==> src/rtl/sclGenPkg.sv <==
package sclGenPkg;

  typedef enum logic [1:0] {
    PH_IDLE  = 2'd0,
    PH_LOW   = 2'd1,
    PH_HIGH  = 2'd2,
    PH_SETUP = 2'd3
  } sclPhase_e;

  localparam logic [1:0] SPD_STD      = 2'd0;
  localparam logic [1:0] SPD_FAST     = 2'd1;
  localparam logic [1:0] SPD_HS       = 2'd2;
  localparam logic [1:0] SPD_FASTPLUS = 2'd3;

  // control -> datapath
  typedef struct packed {
    logic clr;
    logic inc;
  } cntCmd_t;

  // datapath -> control
  typedef struct packed {
    logic zero;
    logic lowDone;
    logic highDone;
    logic setupDone;
  } cntFlag_t;

endpackage

==> src/rtl/sclCountPath.sv <==
module sclCountPath
  import sclGenPkg::*;
#(
  parameter int BAUD_W  = 16,
  parameter int SETUP_W = 16
) (
  input  logic               clk,
  input  logic               rstN,
  input  logic [1:0]         speedMode,
  input  logic [BAUD_W-1:0]  baudCount,
  input  logic [SETUP_W-1:0] setupCount,
  input  cntCmd_t            cmd,
  output cntFlag_t           flags
);
  localparam int CNT_W = (BAUD_W + 1 > SETUP_W) ? BAUD_W + 1 : SETUP_W;

  logic [CNT_W-1:0] cnt;
  logic [CNT_W-1:0] effBaud;
  logic [CNT_W-1:0] lowLen;
  logic             threePart;

  always_comb begin
    effBaud   = (baudCount == '0) ? CNT_W'(1) : CNT_W'(baudCount);
    threePart = (speedMode == SPD_FAST) || (speedMode == SPD_FASTPLUS);
    lowLen    = threePart ? (effBaud << 1) : effBaud;
  end

  always_ff @(posedge clk) begin
    if (!rstN)        cnt <= '0;
    else if (cmd.clr) cnt <= '0;
    else if (cmd.inc) cnt <= cnt + CNT_W'(1);
  end

  always_comb begin
    flags.zero      = (cnt == '0);
    flags.lowDone   = (cnt == lowLen - CNT_W'(1));
    flags.highDone  = (cnt == effBaud - CNT_W'(1));
    flags.setupDone = (cnt == CNT_W'(setupCount));
  end

endmodule

==> src/rtl/sclPhaseCtrl.sv <==
module sclPhaseCtrl
  import sclGenPkg::*;
(
  input  logic     clk,
  input  logic     rstN,
  input  logic     en,
  input  logic     sclIn,
  input  cntFlag_t flags,
  output cntCmd_t  cmd,
  output logic     sclOut,
  output logic     sdaChange,
  output logic     sdaSample
);
  sclPhase_e phase, phaseNext;
  logic      stretched, stretchedNext;

  always_ff @(posedge clk) begin
    if (!rstN) begin
      phase     <= PH_IDLE;
      stretched <= 1'b0;
    end else begin
      phase     <= phaseNext;
      stretched <= stretchedNext;
    end
  end

  always_comb begin
    phaseNext     = phase;
    stretchedNext = stretched;
    cmd           = '{clr: 1'b0, inc: 1'b0};
    if (!en) begin
      phaseNext     = PH_IDLE;
      stretchedNext = 1'b0;
      cmd.clr       = 1'b1;
    end else begin
      unique case (phase)
        PH_IDLE: begin
          phaseNext = PH_LOW;
          cmd.clr   = 1'b1;
        end
        PH_LOW: begin
          if (flags.lowDone) begin
            phaseNext = PH_HIGH;
            cmd.clr   = 1'b1;
          end else begin
            cmd.inc = 1'b1;
          end
        end
        PH_HIGH: begin
          if (flags.zero && !sclIn) begin
            stretchedNext = 1'b1;           // target holds SCL: wait
          end else if (flags.zero && stretched) begin
            phaseNext     = PH_SETUP;
            stretchedNext = 1'b0;
            cmd.clr       = 1'b1;
          end else if (flags.highDone) begin
            phaseNext = PH_LOW;
            cmd.clr   = 1'b1;
          end else begin
            cmd.inc = 1'b1;
          end
        end
        PH_SETUP: begin
          if (flags.setupDone) begin
            phaseNext = PH_HIGH;
            cmd.clr   = 1'b1;
          end else begin
            cmd.inc = 1'b1;
          end
        end
        default: phaseNext = PH_IDLE;
      endcase
    end
  end

  always_comb begin
    sclOut    = (phase != PH_LOW);
    sdaChange = (phase == PH_LOW) && flags.zero;
    sdaSample = (phase == PH_HIGH) && flags.zero && sclIn && !stretched;
  end

endmodule

==> src/rtl/i2cSclGen.sv <==
module i2cSclGen
  import sclGenPkg::*;
#(
  parameter int BAUD_W  = 16,
  parameter int SETUP_W = 16
) (
  input  logic               clk,
  input  logic               rstN,
  input  logic               en,
  input  logic [1:0]         speedMode,
  input  logic [BAUD_W-1:0]  baudCount,
  input  logic [SETUP_W-1:0] setupCount,
  input  logic               sclIn,
  output logic               sclOut,
  output logic               sdaChange,
  output logic               sdaSample
);
  cntCmd_t  cmd;
  cntFlag_t flags;

  sclPhaseCtrl u_ctrl (
    .clk       (clk),
    .rstN      (rstN),
    .en        (en),
    .sclIn     (sclIn),
    .flags     (flags),
    .cmd       (cmd),
    .sclOut    (sclOut),
    .sdaChange (sdaChange),
    .sdaSample (sdaSample)
  );

  sclCountPath #(.BAUD_W(BAUD_W), .SETUP_W(SETUP_W)) u_path (
    .clk        (clk),
    .rstN       (rstN),
    .speedMode  (speedMode),
    .baudCount  (baudCount),
    .setupCount (setupCount),
    .cmd        (cmd),
    .flags      (flags)
  );

endmodule

==> config.mk <==
export PLATFORM = sky130hd
export DESIGN_NAME = i2cSclGen
export DESIGN_NICKNAME = d
export VERILOG_FILES = /design/src/rtl/sclGenPkg.sv /design/src/rtl/sclCountPath.sv /design/src/rtl/sclPhaseCtrl.sv /design/src/rtl/i2cSclGen.sv
export SDC_FILE = /design/constraint.sdc
export NUM_CORES = 1
export LEC_CHECK = 0
export ABC_AREA = 1
export BUFFER_PORTS_ARGS = -buffer_cell sky130_fd_sc_hd__buf_2
export CAP_MARGIN = 40
export CORE_AREA = 2 2 120 122
export DETAILED_ROUTE_END_ITERATION = 10
export DIE_AREA = 0 0 122 124
export MAX_ROUTING_LAYER = met4
export PLACE_DENSITY = 0.48
export SETUP_SLACK_MARGIN = 0.02
export SYNTH_ARGS = -nofsm -noshare
export SYNTH_HDL_FRONTEND = slang
export SYNTH_SLANG_ARGS = --single-unit
==> constraint.sdc <==
create_clock -name clk -period 4.5 [get_ports clk]
set_clock_uncertainty 0.1 [all_clocks]
set_input_delay 0.9 -clock clk [delete_from_list [all_inputs] [get_ports clk]]
set_output_delay 0.9 -clock clk [all_outputs]
set_load 0.005 [all_outputs]
==> results of run 1 <==
==> cell type report <==
cell class	count	area share, %
clock buffer	4	2.324
tap	180	5.892
timing repair buffer	42	5.696
inverter	73	7.300
sequential	20	10.47
multi-input combinational	477	68.31
==> per-layer routing <==
metal | part of all wire [%] | track usage (%) | wire [um]
met5 | 0 | - | 0
met4 | 3.5 | 5.675 | 406
met3 | 4.6 | 1.465 | 535
met2 | 46 | 27.44 | 5345
met1 | 45 | 19.74 | 5235
==> sequential cells by signal (all words and copies together), names as in the netlist <==
signal,cells
u_ctrl.stretched,1
u_ctrl.phase,2
u_path.cnt,17
==> metrics by stage <==
step | cells | utilization (%) | hold WS, ns
2_1_floorplan | 590 | - | 0.3706
3_3_place_gp | 792 | 27.21 | 0.4042
3_5_place_dp | 792 | 27.21 | 0.4186
4_1_cts | 796 | 27.86 | 0.4258
5_1_grt | 796 | 27.86 | 0.4581
6_report | 796 | 27.86 | 0.4179
==> kinds of logic after synthesis <==
family	count (synthesis)
fa+ha+maj	4
flops	20
xor+xnor	51
buf+inv	93
compound gates	52
simple gates	370
==> layout by cell type (no fill, tap or decap), drive strengths merged, types with 3 or more instances in the layout <==
cell and instances:
dfxtp 20, nand3b 4, or2 4, clkinv 3, nand2 188, clkbuf 4, nor4 3, nand4 20
o21bai 3, nor3 14, o21ai 17, inv 70, xnor2 8, nor2 71, ha 4, nand3 64
xor2 42, a21oi 23, buf 42
==> worst paths after layout <==
path	start	endpoint	slack, ns	cells past startpoint
worst max-delay path	baudCount[9]	u_path.cnt[7]	0.60	19
worst min-delay path	u_ctrl.phase[0]	u_ctrl.phase[0]	0.42	1
worst max register to register	u_path.cnt[5]	u_path.cnt[7]	1.71	10
worst min register to register	u_ctrl.phase[0]	u_ctrl.phase[0]	0.42	1
==> critical path, cell delays in order <==
cell     delay, ns
buf_2         0.13
nor2_1        0.17
nand2_1       0.11
nor2_2        0.27
nand2_4       0.06
nand2_1       0.12
inv_1         0.06
ha_1          0.22
nand2_1       0.18
nor2_1        0.12
xor2_1        0.17
xor2_1        0.18
or2_2         0.28
nor2_1        0.11
nand3_1       0.13
o21ai_0       0.17
nand2_1       0.09
nand3_2       0.37
a21oi_1       0.08
==> power by group <==
| group | internal (uW) | switching (uW) | total [uW] |
|---|---|---|---|
| combinational | 66.2 | 128 | 194 |
| sequential | 178 | 1.18 | 179 |
| clock | 136 | 73.0 | 209 |
| total | 380 | 202 | 582 |
==> results.cfg, run 1 <==
[status]
status = complete, no violations

[power]
vdd_drop_max_mv = 0.1013
p_leak_uw = 0.001707
p_total_uw = 582.2
p_per_area_nw_per_um2 = 152.3

[layout]
area_delta_synth_final_pct = 11.78
final_nets = 659
regArea_sq_um = 400.4
fill_cells = 1576
drive_gt1_share_pct = 18.02
multi_input_area_sq_um = 2611
fin_area_sq_um = 3822
antenna_cells = 0

[setup_path]
cp-start-kind = primary input
crit_type = in2reg
required_ns = 4.52
crit_path_max_fanout = 17
critPathArrivalTime_ns = 3.93
end_kind = flop

[yosys]
async_reset_ff_share_pct = 0
synth_mux_area_share_pct = 0
ys_types = 46
synthAdderAreaFrac_pct = 1.464
ys_seq_area_share_pct = 11.71
synth_area_per_cell_sq_um = 5.796
syn_inst = 590
synth_common_cells = nand2_1, inv_1, nand3_1, nor2_1, xor2_1
synth_top_family_by_area = simple AND/OR/NAND/NOR gates
synth.cell_area_sq_um = 3420
synth_area_leader_cell = nand2_1
netlist.area_leader.share_pct = 17.67
synth_compound_area_share_pct = 9.879
synth_xor_area_share_pct = 13.47
synthTopCellsByArea = nand2_1, dfxtp_1, xor2_1
syn_nets = 632
ys.flop_type = dfxtp_1
synth.most_common_cell = nand2_1
yosys_warnings = 0
synth_edf_count = 0
ys_ff_latch = 20
yosys.area_share.simple_pct = 51.56

[routing]
wl_um = 11520
drcViolationCount = 0
via_count = 3812
avgViaCountPerCell = 4.789
wl_per_cell_um = 14.47
drtIter0Drc = 267
dr.pass1.iters = 5
antenna_left = 0

[min_path]
hold_path.class = reg2reg

[clock_tree]
cts-buffers-inserted = 3
path_clk_slew_ns = 0.06
clockBufferDepth = 2
cts_tree = built
clock_latency_ns = 0.26
clock_sinks = 20
ctsHoldBuffers = 0
cts_setup_buffers = 0
clockRootBuffer = clkbuf_16
cts_resized = 0
htree_levels = 1

[floorplan]
start_util_pct = 24.92
die-area_sq_um = 15130
die_h_um = 124
row_count = 43
io_pins = 41
dieWidth_um = 122
core-area_sq_um = 13720

[placed_design]
place_ws_ns = 0.3670
place_area_sq_um = 3734
place.gp.congestion = 0.9761
place_hpwl_um = 9569
portBuffers = 39

[grt]
grt_pass1_vias = 3681
grt_antenna_before_repair = 0
gr-total-overflow = 0
grt_pass1_wl_um = 18470
grt_max_degree = 27
grt_use_total_pct = 16.02

[sta]
relSlewSlack_pct = 57.28
fmax_mhz = 256.2
setup-violations-final = 0
fin_crit_ns = 3.903
setup_ws_ns = 0.5968
worstMarginPinSlew_ns = 0.6349
fin_crit_sh_pct = 86.74
hold_viol = 0
finalMaxSlewViolations = 0
rsz0062_at_grt = no
fin_setup_tns_ns = 0

[flow_run]
maxCapViolCount = 0
Power figures use the tool's default switching activity.
==> inputs of run 2 (changes only) <==
Settings changed: CORE_AREA 2 2 120 122 to 2 2 107 109, DIE_AREA 0 0 122 124 to 0 0 109 111, SYNTH_HIERARCHICAL from default to 1, TNS_END_PERCENT from default to 50.
==> run 2 against run 1 <==
Power up 1.3%. Non-clock buffer count increased by 81. Design area grew 6.3%. Die area shrank 20%. Critical path type unchanged.
==> results.cfg, run 2 <==
[status]
status = complete, no violations

[setup_path]
ff2ff_path_depth = 22
crit_path_max_fanout = 4
reg2reg_from = u_path/cnt[8]
end_kind = flop
crit_slowest_cell = or2_2
rrSetupSlack_ns = 1.05
path_common_cell = nor2_4
required_ns = 4.53
critical_path.top_delay_family = simple AND/OR/NAND/NOR gates
crit_buf_inv = 3
cp_num_cells = 32
reg2reg_to = u_path/cnt[16]
critPathMaxStageDelay_ns = 0.26
cp-start-kind = primary input
crit_type = in2reg
critPathArrivalTime_ns = 4.30

[layout]
largest_registers = u_path/cnt x17, u_ctrl/phase x2, u_ctrl/stretched x1
area_delta_synth_final_pct = 50.91
fill_cells = 1158
multi_input_area_sq_um = 2240
drive_gt1_share_pct = 34.81
regArea_sq_um = 400.4
antenna_cells = 0
layout_commonest_cell = nand2_1
largest_register_ffs = 17
final_nets = 610
layout_common_cells = nand2_1, buf_4, nor2_1
fin_area_sq_um = 4061
regMostFlops = u_path/cnt

[min_path]
whs_endpoint = u_ctrl/stretched
hp-start = u_ctrl/stretched
hold_path.class = reg2reg
worstHoldPathCells = 4

[floorplan]
die_h_um = 111
core-area_sq_um = 11080
die-area_sq_um = 12100
row_count = 39
start_util_pct = 24.30
dieWidth_um = 109
io_pins = 41

[sta]
fin_setup_tns_ns = 0
finalMaxSlewViolations = 0
fin_crit_ns = 4.268
relSlewSlack_pct = 52.92
fin_crit_sh_pct = 94.85
hold_viol = 0
rsz0062_at_grt = yes
worstMarginPinSlew_ns = 0.6998
setup-violations-final = 0
whs_ns = 0.4582
fmax_mhz = 234.3

[clock_tree]
cts_tree = built
path_clk_slew_ns = 0.05
clock_latency_ns = 0.25
clock_sinks = 20
clockRootBuffer = clkbuf_16
cts-buffers-inserted = 3
clockBufferDepth = 2
htree_levels = 1

[routing]
wl_per_cell_um = 12.78
via_count = 3115
wl_um = 9062
drtIter0Drc = 106
dr.pass1.iters = 4
drcViolationCount = 0
avgViaCountPerCell = 4.394
antenna_left = 0

[yosys]
ys.flop_type = dfxtp_1
synthTopCellsByArea = dfxtp_1, nand2_1, xor2_1
synth_area_leader_cell = dfxtp_1
synth.most_common_cell = nand2_1
netlist.area_leader.share_pct = 14.88
synth_edf_count = 0
async_reset_ff_share_pct = 0
ys_ff_latch = 20
synth_common_cells = nand2_1, nor2_1, inv_1, xor2_1, nand3_1
syn_nets = 489
yosys_warnings = 6
ys_seq_area_share_pct = 14.88
syn_inst = 447
synth_area_per_cell_sq_um = 6.021
ys_types = 41
synth.cell_area_sq_um = 2691

[grt]
grt_max_degree = 18
grt_antenna_before_repair = 0
grt_pass1_wl_um = 14300
grt_pass1_vias = 2945
gr-total-overflow = 0
grt_use_total_pct = 15.18

[flow_run]
maxCapViolCount = 0

[power]
p_total_uw = 590.0
p_per_area_nw_per_um2 = 145.3
p_leak_uw = 0.001841
vdd_drop_max_mv = 0.1299

[placed_design]
place_hpwl_um = 7469
place.gp.congestion = 0.8672
place_area_sq_um = 3553
portBuffers = 39
[run 2: cell count changes in the layout (fill, tap and decap cells not counted), moves of 11 or more]
cell,before,now
nand3_1,59,26
nor2_4,5,16
buf_6,0,13
nand2_1,161,86
inv_1,66,52
buf_4,3,84
buf_2,39,23
nand2_2,24,9
[run 2: worst max path at each step]
stage,startpoint,endpoint
floorplan,baudCount[10],u_path/cnt[16]
global placement,baudCount[8],u_path/cnt[16]
detailed placement,baudCount[8],u_path/cnt[13]
CTS,baudCount[9],u_path/cnt[13]
global route,baudCount[7],u_path/cnt[16]
finish,baudCount[7],u_path/cnt[16]
[run 2: where the power goes]
group / switching (uW) / internal [uW] / total, uW
sequential: 2.55 / 179 / 181
clock: 62.7 / 117 / 180
combinational: 115 / 114 / 229
total: 180 / 410 / 590
[run 2: what timing repair did]
item                                    CTS  global route
resized for setup                        16            70
hold buffers                              0             0
endpoints found under the setup margin    8            12
buffers inserted                          7             6
pin swaps                                17            19
[run 2: metal layers]
layer	vias up	wire length (um)	track usage (%)
met5	-	0	-
met4	0	72	2.650
met3	8	152	0.6467
met2	44	4480	25.38
met1	1381	4358	20.45
li1	1682	-	-
[run 2: cells by family (layout without fill, tap and decap cells)]
family	after synthesis	in the layout	synth area share, %
xor+xnor	49	49	16.97
flops	20	20	14.88
fa+ha+maj	4	4	1.860
simple gates	254	254	44.44
buf+inv	67	186	10.23
compound gates	53	53	11.62
[run 2: layout make-up]
type	instances	area share, %
Clock buffer	3	1.848
Timing Repair Buffer	123	23.07
Inverter	60	5.669
Sequential cell	20	9.858
Tap cell	143	4.405
Multi-Input combinational cell	360	55.14
[run 2: tightest hold or removal path: cells and delay by family, from the launching register on]
kind / cells / cell delay, ns
AO/OA/AOI/OAI: 1 / 0.03
AND/OR/NAND/NOR: 2 / 0.12
flip-flops: 1 / 0.32
buffers and inverters: 1 / 0.05
[run 2: per-stage QoR]
stage	util, %	worst slack [ns]	cells
4_1_cts	33.75	0.02015	703
5_1_grt	36.67	-0.1044	709
2_1_floorplan	-	0.1882	447
3_3_place_gp	32.08	-0.4863	693
3_5_place_dp	32.08	-0.5006	693
6_report	36.67	0.2317	709
==> inputs of run 3 (changes only) <==
Settings changed: PLACE_DENSITY 0.48 to 0.39.
==> run 3 against run 2 <==
Global-route usage rose by 2.0 points. Non-clock buffer count up 19. Combinational power is 9.2% higher. Sequential share of layout area down 0.38 points. Cell count rose by 2.7%. Design area is 4.0% higher. Largest power group unchanged. Via count increased by 4.5%. Critical endpoint is now u_path/cnt[13]. Sequential power is essentially flat.
==> results.cfg, run 3 (same netlist as run 2, synthesis figures left out) <==
[sta]
worstMarginPinSlew_ns = 0.6875
fin_crit_ns = 4.300
hold_viol = 0
rsz0062_at_grt = yes
relSlewSlack_pct = 53.75
setup-violations-final = 0
finalMaxSlewViolations = 0
fmax_mhz = 232.6
fin_crit_sh_pct = 95.56

[grt]
grt_antenna_before_repair = 0
grt_max_degree = 17
grt_pass1_wl_um = 15750
grt_pass1_vias = 3108
gr-total-overflow = 0
grt_use_total_pct = 17.18

[setup_path]
reg2reg_from = u_path/cnt[8]
reg2reg_to = u_path/cnt[13]
required_ns = 4.54
critPathArrivalTime_ns = 4.34
ff2ff_path_depth = 21
critPathMaxStageDelay_ns = 0.24
end_kind = flop
crit_buf_inv = 5
rrSetupSlack_ns = 1.02
path_common_cell = nor2_2
crit_type = in2reg
critical_path.top_delay_family = simple AND/OR/NAND/NOR gates
cp-start-kind = primary input
crit_path_max_fanout = 3
crit_slowest_cell = nor3_4

[floorplan]
io_pins = 41
start_util_pct = 24.30
dieWidth_um = 109
core-area_sq_um = 11080
row_count = 39
die-area_sq_um = 12100
die_h_um = 111

[power]
p_leak_uw = 0.001943
vdd_drop_max_mv = 0.1419
p_total_uw = 614.4
p_per_area_nw_per_um2 = 145.4

[routing]
wl_per_cell_um = 13.73
avgViaCountPerCell = 4.470
dr.pass1.iters = 4
via_count = 3254
wl_um = 9998
drcViolationCount = 0
drtIter0Drc = 92
antenna_left = 0

[clock_tree]
cts_tree = built
clock_sinks = 20
htree_levels = 1
clock_latency_ns = 0.25
clockRootBuffer = clkbuf_16
clockBufferDepth = 2
cts-buffers-inserted = 3
path_clk_slew_ns = 0.06
ctsHoldBuffers = 0

[layout]
antenna_cells = 0
drive_gt1_share_pct = 39.49
multi_input_area_sq_um = 2267
largest_registers = u_path/cnt x17, u_ctrl/phase x2, u_ctrl/stretched x1
fin_util_pct = 38.13
regArea_sq_um = 400.4
layout_commonest_cell = buf_4
fill_cells = 1164
area_delta_synth_final_pct = 56.95
regMostFlops = u_path/cnt
final_nets = 629
largest_register_ffs = 17
layout_common_cells = buf_4, nand2_1, nor2_1

[min_path]
whs_endpoint = u_path/cnt[3]
worstHoldPathCells = 2
hold_path.class = reg2reg
hp-start = u_path/cnt[3]

[status]
status = complete, no violations

[placed_design]
portBuffers = 39
place_hpwl_um = 8274
place.gp.congestion = 0.8340

[flow_run]
maxCapViolCount = 0
## run 3: cell type report
type                            instances  area share [%]
Clock buffer                            3           1.777
Inverter                               60           5.450
Multi-Input combinational cell        360           53.67
Sequential cell                        20           9.479
Tap cell                              143           4.236
Timing Repair Buffer                  142           25.39
## run 3: metal layers
layer	vias to the layer above	global-route usage, %	wire length, um
met5	-	-	0
met3	7	0.6467	225
met4	0	3.675	111
met1	1476	22.88	4809
li1	1724	-	-
met2	47	28.78	4851
## run 3: worst register-to-register path, stage by stage, from the launching register on
cell and delay (ns):
dfxtp_1 0.53, inv_1 0.19, xor2_1 0.20, or2_2 0.30
nand3_2 0.07, nor2_1 0.04, nand4_1 0.08, nor2_2 0.07
nand3b_1 0.17, o21ai_1 0.12, a21oi_2 0.06, nor2_2 0.13
buf_4 0.14, nand3_2 0.06, nor2_2 0.13, nand2_1 0.08
nor2_2 0.15, nand3_2 0.09, nand3b_4 0.19, nor3_4 0.24
xor2_1 0.16, nor2_1 0.05
## run 3: worst max path at each step
stage / from / endpoint / slack, ns / depth (start not counted)
6_report: baudCount[10] / u_path/cnt[13] / 0.20 / 31
3_5_place_dp: baudCount[8] / u_path/cnt[14] / -0.58 / 32
5_1_grt: baudCount[10] / u_path/cnt[13] / -0.05 / 31
3_3_place_gp: baudCount[8] / u_path/cnt[14] / -0.55 / 32
2_1_floorplan: baudCount[10] / u_path/cnt[16] / 0.19 / 31
4_1_cts: baudCount[13] / u_path/cnt[16] / 0.02 / 33
## run 3: what timing repair did
item                       in CTS  in global routing
setup endpoints to repair       7                  9
resized for setup              32                 65
buffers inserted                8                 11
pin swaps                      25                 34
hold endpoints to repair        0                  0
## run 3: metrics by stage
step / std cells / area, sq um / hold WS (ns) / TNS [ns] / worst slack (ns)
2_1_floorplan: 447 / 2691 / 0.4024 / 0 / 0.1882
3_3_place_gp: 706 / 3651 / 0.4304 / -3.335 / -0.5491
3_5_place_dp: 706 / 3651 / 0.4665 / -3.350 / -0.5751
4_1_cts: 717 / 3905 / 0.4723 / 0 / 0.02146
5_1_grt: 728 / 4224 / 0.5109 / -0.09413 / -0.05122
6_report: 728 / 4224 / 0.4637 / 0 / 0.1999
## run 3: power breakdown
group | leakage [uW] | switching, uW | internal (uW)
combinational | 0.00175 | 123 | 126
sequential | 0.000161 | 2.53 | 179
clock | 0.0000370 | 66.3 | 117
